File: config.mk
export PLATFORM = sky130hd
export DESIGN_NAME = mmio_ide_bridge
export DESIGN_NICKNAME = d
export VERILOG_FILES = /design/src/rtl/ide_bridge_pkg.sv /design/src/rtl/ide_reg_decode.sv /design/src/rtl/ide_lane_swap.sv /design/src/rtl/ide_data_fmt.sv /design/src/rtl/mmio_ide_bridge.sv
export SDC_FILE = /design/constraint.sdc
export NUM_CORES = 1
export LEC_CHECK = 0
export ABC_AREA = 1
export BUFFER_PORTS_ARGS = -buffer_cell sky130_fd_sc_hd__buf_2
export CAP_MARGIN = 20
export CORE_MARGIN = 2
export CORE_UTILIZATION = 51
export CTS_CLUSTER_SIZE = 30
export DETAILED_ROUTE_END_ITERATION = 8
export PLACE_DENSITY_LB_ADDON = 0.15
export SLEW_MARGIN = 20
export SYNTH_ARGS = -nofsm -noshare
export SYNTH_HDL_FRONTEND = slang
export SYNTH_SLANG_ARGS = --single-unit
export TNS_END_PERCENT = 10
File: constraint.sdc
create_clock -name clk -period 2.65 [get_ports clk]
set_input_delay 0.6625 -clock clk [delete_from_list [all_inputs] [get_ports clk]]
set_output_delay 0.6625 -clock clk [all_outputs]
set_load 0.02 [all_outputs]
File: src/rtl/ide_bridge_pkg.sv
package ide_bridge_pkg;

  typedef enum logic [1:0] {
    SZ_BYTE = 2'b00,
    SZ_HALF = 2'b01,
    SZ_WORD = 2'b10,
    SZ_WIDE = 2'b11
  } acc_size_e;

  typedef enum logic [1:0] {
    ST_IDLE   = 2'b00,
    ST_ACCESS = 2'b01,
    ST_DONE   = 2'b10
  } bridge_state_e;

  localparam int unsigned DEV_REG_W = 4;
  localparam logic [DEV_REG_W-1:0] DREG_DATA = 4'd0;
  localparam logic [DEV_REG_W-1:0] DREG_CTRL = 4'd8;

  typedef struct packed {
    logic                 hit;
    logic [DEV_REG_W-1:0] sel;
  } route_t;

endpackage

File: src/rtl/ide_reg_decode.sv
module ide_reg_decode
  import ide_bridge_pkg::*;
#(
  parameter int unsigned IDX_W  = 8,
  parameter int unsigned CTRL_A = 8,
  parameter int unsigned CTRL_B = 22
) (
  input  logic [IDX_W-1:0] idx,
  input  acc_size_e        size,
  output route_t           route
);

  localparam logic [IDX_W-1:0] CTRL_A_L = IDX_W'(CTRL_A);
  localparam logic [IDX_W-1:0] CTRL_B_L = IDX_W'(CTRL_B);

  always_comb begin
    route.hit = 1'b0;
    route.sel = DREG_DATA;
    if (size == SZ_BYTE) begin
      if (idx >= IDX_W'(1) && idx <= IDX_W'(7)) begin
        route.hit = 1'b1;
        route.sel = DEV_REG_W'(idx[2:0]);
      end else if (idx == CTRL_A_L || idx == CTRL_B_L) begin
        route.hit = 1'b1;
        route.sel = DREG_CTRL;
      end
    end else if (idx == '0) begin
      route.hit = 1'b1;
      route.sel = DREG_DATA;
    end
  end

  // a hit never selects a register beyond the control slot
  always_comb begin
    AST_SEL_RANGE: assert (!route.hit || route.sel <= DREG_CTRL);
  end

endmodule

File: src/rtl/ide_lane_swap.sv
module ide_lane_swap #(
  parameter int unsigned LANES = 4
) (
  input  logic [LANES*8-1:0] din,
  output logic [LANES*8-1:0] dout
);

  for (genvar g = 0; g < LANES; g++) begin : g_lane
    assign dout[g*8 +: 8] = din[(LANES-1-g)*8 +: 8];
  end

endmodule

File: src/rtl/ide_data_fmt.sv
module ide_data_fmt
  import ide_bridge_pkg::*;
#(
  parameter int unsigned DATA_W = 32
) (
  input  acc_size_e         size,
  input  logic              big_endian,
  input  logic [DATA_W-1:0] din,
  output logic [DATA_W-1:0] dout
);

  localparam int unsigned HALF_W = 16;

  logic [HALF_W-1:0] half_sw;
  logic [DATA_W-1:0] word_sw;

  ide_lane_swap #(.LANES(HALF_W/8)) i_swap_half (
    .din  (din[HALF_W-1:0]),
    .dout (half_sw)
  );

  ide_lane_swap #(.LANES(DATA_W/8)) i_swap_word (
    .din  (din),
    .dout (word_sw)
  );

  always_comb begin
    unique case (size)
      SZ_BYTE: dout = DATA_W'(din[7:0]);
      SZ_HALF: dout = DATA_W'(big_endian ? half_sw : din[HALF_W-1:0]);
      default: dout = big_endian ? word_sw : din;
    endcase
  end

endmodule

File: src/rtl/mmio_ide_bridge.sv
module mmio_ide_bridge
  import ide_bridge_pkg::*;
#(
  parameter int unsigned ADDR_W    = 16,
  parameter int unsigned DATA_W    = 32,
  parameter int unsigned SLOT_LSB  = 4,
  parameter int unsigned SLOT_W    = 8,
  parameter int unsigned CTRL_SLOT_A = 8,
  parameter int unsigned CTRL_SLOT_B = 22
) (
  input  logic              clk,
  input  logic              rst_n,
  input  logic              cfg_big_endian,
  input  logic              bus_req,
  input  logic              bus_we,
  input  logic [1:0]        bus_size,
  input  logic [ADDR_W-1:0] bus_addr,
  input  logic [DATA_W-1:0] bus_wdata,
  output logic              bus_ready,
  output logic [DATA_W-1:0] bus_rdata,
  output logic [3:0]        dev_reg,
  output logic [1:0]        dev_size,
  output logic [DATA_W-1:0] dev_wdata,
  output logic              dev_rd,
  output logic              dev_wr,
  input  logic [DATA_W-1:0] dev_rdata
);

  localparam int unsigned SLOT_HI = SLOT_LSB + SLOT_W - 1;

  // ---- reset: asserted asynchronously, released on the clock ----
  logic [1:0] rst_pipe_q;
  logic       rst_sync_n;

  always_ff @(posedge clk or negedge rst_n) begin
    if (!rst_n) rst_pipe_q <= 2'b00;
    else        rst_pipe_q <= {rst_pipe_q[0], 1'b1};
  end
  assign rst_sync_n = rst_pipe_q[1];

  // ---- ignored offset bits ----
  logic unused_addr_bits;
  if (ADDR_W > SLOT_HI + 1) begin : g_hi_bits
    assign unused_addr_bits = ^{bus_addr[ADDR_W-1:SLOT_HI+1], bus_addr[SLOT_LSB-1:0]};
  end else begin : g_no_hi_bits
    assign unused_addr_bits = ^bus_addr[SLOT_LSB-1:0];
  end

  // ---- configuration capture ----
  logic be_q, be_d, cfg_seen_q, cfg_seen_d;

  always_comb begin
    be_d       = be_q;
    cfg_seen_d = cfg_seen_q;
    if (!cfg_seen_q) begin
      be_d       = cfg_big_endian;
      cfg_seen_d = 1'b1;
    end
  end

  always_ff @(posedge clk or negedge rst_sync_n) begin
    if (!rst_sync_n) begin
      be_q       <= 1'b0;
      cfg_seen_q <= 1'b0;
    end else begin
      be_q       <= be_d;
      cfg_seen_q <= cfg_seen_d;
    end
  end

  // ---- decode and data formatting ----
  acc_size_e         req_size;
  route_t            req_route;
  logic [DATA_W-1:0] wdata_fmt;
  logic [DATA_W-1:0] rd_src;
  logic [DATA_W-1:0] rdata_fmt;

  assign req_size = acc_size_e'(bus_size);

  ide_reg_decode #(
    .IDX_W  (SLOT_W),
    .CTRL_A (CTRL_SLOT_A),
    .CTRL_B (CTRL_SLOT_B)
  ) i_decode (
    .idx   (bus_addr[SLOT_HI:SLOT_LSB]),
    .size  (req_size),
    .route (req_route)
  );

  ide_data_fmt #(.DATA_W(DATA_W)) i_wr_fmt (
    .size       (req_size),
    .big_endian (be_q),
    .din        (bus_wdata),
    .dout       (wdata_fmt)
  );

  // ---- access state ----
  bridge_state_e     state_q, state_d;
  route_t            route_q, route_d;
  logic              we_q, we_d;
  acc_size_e         size_q, size_d;
  logic [DATA_W-1:0] wdata_q, wdata_d;
  logic [DATA_W-1:0] rdata_q, rdata_d;
  logic              accept;
  logic              load_rd;

  assign rd_src = route_q.hit ? dev_rdata : '1;

  ide_data_fmt #(.DATA_W(DATA_W)) i_rd_fmt (
    .size       (size_q),
    .big_endian (be_q),
    .din        (rd_src),
    .dout       (rdata_fmt)
  );

  assign accept  = (state_q == ST_IDLE) && bus_req;
  assign load_rd = (state_q == ST_ACCESS) && !we_q;

  always_comb begin
    state_d = state_q;
    unique case (state_q)
      ST_IDLE:   if (bus_req) state_d = ST_ACCESS;
      ST_ACCESS: state_d = ST_DONE;
      default:   state_d = ST_IDLE;
    endcase
  end

  always_comb begin
    route_d = route_q;
    we_d    = we_q;
    size_d  = size_q;
    wdata_d = wdata_q;
    rdata_d = rdata_q;
    if (accept) begin
      route_d = req_route;
      we_d    = bus_we;
      size_d  = req_size;
      wdata_d = bus_we ? wdata_fmt : '0;
    end
    if (load_rd) rdata_d = rdata_fmt;
  end

  always_ff @(posedge clk or negedge rst_sync_n) begin
    if (!rst_sync_n) begin
      state_q <= ST_IDLE;
      route_q <= '0;
      we_q    <= 1'b0;
      size_q  <= SZ_BYTE;
      wdata_q <= '0;
      rdata_q <= '0;
    end else begin
      state_q <= state_d;
      route_q <= route_d;
      we_q    <= we_d;
      size_q  <= size_d;
      wdata_q <= wdata_d;
      rdata_q <= rdata_d;
    end
  end

  // ---- outputs ----
  assign dev_reg   = route_q.sel;
  assign dev_size  = size_q;
  assign dev_wdata = wdata_q;
  assign dev_rd    = (state_q == ST_ACCESS) && route_q.hit && !we_q;
  assign dev_wr    = (state_q == ST_ACCESS) && route_q.hit &&  we_q;
  assign bus_ready = (state_q == ST_DONE);
  assign bus_rdata = rdata_q;

  // ---- assertions ----
  AST_READY_PULSE: assert property (@(posedge clk) disable iff (!rst_sync_n)
    bus_ready |=> !bus_ready);
  AST_STROBE_TO_READY: assert property (@(posedge clk) disable iff (!rst_sync_n)
    (dev_rd || dev_wr) |=> bus_ready);
  AST_STROBE_SINGLE: assert property (@(posedge clk) disable iff (!rst_sync_n)
    (dev_rd || dev_wr) |=> !(dev_rd || dev_wr));
  AST_STROBE_EXCL: assert property (@(posedge clk) disable iff (!rst_sync_n)
    $countones({dev_rd, dev_wr}) <= 1);
  AST_MODE_FROZEN: assert property (@(posedge clk) disable iff (!rst_sync_n)
    cfg_seen_q |=> $stable(be_q));
  AST_BYTE_NARROW: assert property (@(posedge clk) disable iff (!rst_sync_n)
    (dev_wr && dev_size == SZ_BYTE) |-> dev_wdata[DATA_W-1:8] == '0);
  AST_WIDE_DATA_ONLY: assert property (@(posedge clk) disable iff (!rst_sync_n)
    ((dev_rd || dev_wr) && dev_size != SZ_BYTE) |-> dev_reg == DREG_DATA);

endmodule

# --- Yosys cells after proc, flatten, opt, wreduce, memory -nomap -nowiden ---
# Cells that the tools add are included.
word_totals:
  ff_bits: 78
  latch_bits: 0
  mem_bits_rw: 0
  mem_bits_ro: 0
  word_cells: 45
  memories: 0
classes:
  add_sub_neg: 0
  mul: 0
  div_mod_pow: 0
  magnitude_cmp: 2
  n_eq_ne: 7
  shifts: 0
  n_mux: 14
  bitwise_logic: 0
  n_reduce_logical: 12
ops:
  columns: ["cell", "count"]
  rows:
  - ["two-way mux 32 bit", 4]
  - ["case mux 32 bit (2 select lines)", 2]
  - ["two-way mux 16 bit", 2]
  - ["two-way mux 5 bit", 4]
  - ["equality test 8 x 4 -> 1 bit, second input constant", 1]
  - ["equality test 8 x 5 -> 1 bit, second input constant", 1]
  - [">= comparator 8 x 1 -> 1 bit, second input constant", 1]
  - ["less-or-equal comparator 8 x 3 -> 1 bit, second input constant", 1]
  - ["logical NOT 8 bit", 1]
  - ["equality test 2 x 1 -> 1 bit, second input constant", 3]
  - ["logical AND 1 bit", 6]
  - ["logical NOT 2 bit", 3]
  - ["case mux 2 bit (2 select lines)", 1]
  - ["equality test 2 bit, second input constant", 1]
  - ["two-way mux 2 bit", 1]
  - ["inequality test 2 bit, second input constant", 1]
  - ["logical NOT 1 bit", 1]
  - ["logical OR 1 bit", 1]

# --- Logic depth before layout (Yosys ltp) ---
depth:
  ltp_word: 5
  depth_mapped: 9
  depth_no_buf: 8

# --- By module ---
# From an unflattened synthesis, not the netlist that was laid out.
unflattened:
  cells_unflattened: 979
  hier_area_um2: 6233.5
modules_own_cells:
  columns: ["mod", "instances", "cells_each", "area_each_um2"]
  rows:
  - ["mmio_ide_bridge", 1, 443, 3676.0]
  - ["ide_data_fmt", 2, 201, 838.3]
  - ["ide_lane_swap (i_rd_fmt.i_swap_word ...)", 2, 32, 240.2]
  - ["ide_lane_swap (i_rd_fmt.i_swap_half ...)", 2, 16, 120.1]
  - ["ide_reg_decode", 1, 38, 160.2]

# --- Worst setup path before layout ---
# OpenSTA, ideal clock, no wires.
synth_timing:
  path_type: "register to output"
  from: "register state_q[1]"
  to: "output port dev_rd"
  t_arrival_ns: 1.247
  required_time_ns: 1.987
  setup_slack_ns: 0.741
  stages_incl_launch_ff: 7
  n_path_buf: 1
  path_cell_list: "dfrtp_1 > inv_1 > nand2_1 > nor2_4 > inv_2 > clkbuf_1 > nor2_1"
synth_between:
  elab_chain_cells: 3
synth_lines:
  columns: ["element", "line_no", "source"]
  rows:
  - ["from (decl)", "mmio_ide_bridge.sv:98", "bridge_state_e state_q, state_d;"]
  - ["from (signal assigned)", "mmio_ide_bridge.sv:152", "state_q <= state_d;"]
  - ["equality test 2 x 1 -> 1 bit", "mmio_ide_bridge.sv:165", "assign dev_rd = (state_q == ST_ACCESS) && route_q.hit && !we_q;"]
  - ["logical AND 1 bit (2 in a row)", "mmio_ide_bridge.sv:165", null]
  - ["to (decl)", "mmio_ide_bridge.sv:24", "output logic dev_rd,"]
# Every way passes these cells.

# --- Final worst setup path ---
layout_timing:
  from: "register state_q[0]"
  to: "output port dev_rd"
# Same word-level chain as after synthesis.

==> results.cfg <==
[clocking]
htree_levels = 3
cts_max_path_buffers = 2
hold_buffers = 0
cts_buffers = 9
ctsResizeCount = 0
cts_setup_buffers = 0
cts_root_buf = clkbuf_8
cts_tree = yes
clk_latency_ns = 0.35
numClockSinks = 78
path_clk_slew_ns = 0.08

[placement]
place_ws_ns = 0.678
place_hpwl_mm = 9.14
placement.io_buffers = 151
place_congestion = 0.811

[critical_path]
endpoint_kind = output port
crit_slowest_cell = inv_2
cp_slowest_stage_delay_ns = 0.43
r2r_slack_ns = 0.68
cp.required_ns = 1.99
r2r_start = dev_size[1]
cp_cell_sequence = nand2_1 -> nor2_4 -> inv_2 -> nor2_1 -> buf_2
r2r_end = bus_rdata[12]
worstSetupPathType = flop to output port
ff2ff_path_depth = 5
crit_fanout = 34
arrival_ns = 1.62
crit_buf_inv = 2
cpLargestDelayFamily = buffers and inverters
start_kind = flop

[job]
max-cap-violations = 0

[sta]
rsz0062_at_grt = false
fin_crit_ns = 2.29
setup_tns_ns = 0
worst_slack_ns = 0.363
fmax_mhz = 437
whs_ns = 0.0872
hold_viol_final = 0
setup_viol = 0
tightest_slew_ns = 0.701
max_slew_margin_pct = 53.2
skew_ns = 0.00886
slew_violations = 0
fin_crit_sh_pct = 86.3

[synth]
yosysSeqAreaShare_pct = 42.8
ys_ff_latch = 78
netlist_instances = 641
ys_types = 30
synth_warnings = 0
syn_area_per_cell_um2 = 7.12
synth_area_um2 = 4560

[power]
p_leak_nw = 3.10
ir_drop_v = 0.000264
cellPowerDensity_nw_per_um2 = 796

[die]
rows = 34
die_h_um = 98.6
coreArea_um2 = 8720
io_pins = 160
die-area_um2 = 9720
die_w_um = 98.6
initial_core_util_pct = 52.3

[detailed_routing]
vias_per_cell = 5.39
drtIter0Drc = 186
drtAntennaViolNets = 0
wl_per_cell_um = 14.6
drc = 0
totalWireLength_mm = 12.9
firstDrtPassIters = 5
num_vias = 4777

[finish]
drive_gt1_share_pct = 24.6
fin_nets = 860
diodes = 0
fillerInstances = 831
synthToLayoutAreaGrowth_pct = 20.4
final_core_util_pct = 63.0

[global_routing]
grt_pass1_vias = 4580
grt_max_degree = 51
antenna_found_initial = 1
grt_pass1_wl_mm = 21.4
grtUsageTotal_pct = 27.1
globalRouteOverflowTotal = 0

[status]
status = complete, no violations

[min_path]
hold_class = input port to asynchronous set/reset pin
## per-layer routing
layer  global-route usage [%]  vias to the layer above  share of wire (%)
li1                         -                     2306                  -
met1                     33.6                     2218                 40
met2                     45.5                      225                 49
met3                     6.03                       28                8.5
met4                     12.3                        0                2.3
met5                        0                        -                  0
## cell usage in the layout, fill, tap and decap left out, types with 4 or more instances in the layout
| master | Yosys | final |
|---|---|---|
| a21boi_0 | 12 | 12 |
| a21o_1 | 4 | 4 |
| a21oi_1 | 16 | 16 |
| buf_2 | 19 | 151 |
| buf_4 | 9 | 9 |
| clkbuf_8 | 0 | 10 |
| dfrtp_1 | 78 | 76 |
| inv_1 | 62 | 62 |
| nand2_1 | 232 | 232 |
| nand3_1 | 35 | 35 |
| nor2_1 | 41 | 41 |
| nor3_1 | 8 | 8 |
| o211ai_1 | 14 | 14 |
| o21ai_0 | 55 | 55 |
| o21ai_1 | 18 | 18 |
| o31ai_1 | 9 | 9 |
## per-stage QoR
step	std cells	cell area (um^2)	power, mW
floorplan	642	4570	2.88
global placement	870	5290	3.42
detailed placement	870	5290	3.46
CTS	886	5490	4.39
global route	886	5490	4.65
finish	886	5490	4.37
## synth_stat cells
cell type  instances  area [um^2]
a21boi_0          12         90.1
o21bai_1           1         7.51
nand2_2            1         6.26
buf_2             19         95.1
clkbuf_1           7         26.3
nor2_4             2         22.5
nand2_1          232          871
nand3_1           35          175
or2_4              1         8.76
nor3_1             8         40.0
or2_2              3         18.8
nand3_4            1         17.5
o31ai_1            9         67.6
buf_4              9         67.6
inv_1             62          233
buf_6              5         56.3
inv_6              1         8.76
nor2_1            41          154
a21oi_1           16         80.1
conb_1             1         3.75
o211ai_1          14          105
nor2_8             2         40.0
nor2_2             1         6.26
a21o_1             4         30.0
dfrtp_1           78         1950
o21ai_0           55          275
a31oi_1            1         6.26
inv_2              1         3.75
o21ai_1           18         90.1
nand4_1            1         6.26
## power breakdown
part / internal, mW / switching (mW)
logic: 0.576 / 1.11
clock network: 0.466 / 0.470
registers: 1.52 / 0.232
total: 2.56 / 1.81
## layout make-up
| type | instances | area [um^2] | share of cell area, % |
|---|---|---|---|
| clock buffer | 10 | 138 | 2.51 |
| clock inverter | 6 | 70.1 | 1.28 |
| inverter | 64 | 245 | 4.46 |
| multi-input combinational | 460 | 2130 | 38.7 |
| sequential | 78 | 1960 | 35.6 |
| tap | 108 | 135 | 2.46 |
| timing repair buffer | 160 | 823 | 15.0 |
## kinds of logic after synthesis
logic type,synth area share [%]
other,0.0822
flip-flops,42.8
AND/OR/NAND/NOR,29.9
AO/OA/AOI/OAI,16.5
buffers and inverters,10.7
## worst max path at each step
| stage | start | to | slack (ns) | cells after the start |
|---|---|---|---|---|
| 5_1_grt | state_q[0] | dev_rd | 0.20 | 5 |
| 6_report | state_q[0] | dev_rd | 0.36 | 5 |
| 2_1_floorplan | rst_pipe_q[1] | be_q | 0.32 | 0 |
| 4_1_cts | state_q[0] | dev_rd | 0.34 | 5 |
| 3_5_place_dp | bus_size[1] | dev_wdata[1] | 0.68 | 6 |
| 3_3_place_gp | bus_size[1] | dev_wdata[0] | 0.70 | 6 |
No activity file was read; power rests on OpenSTA's default activity.
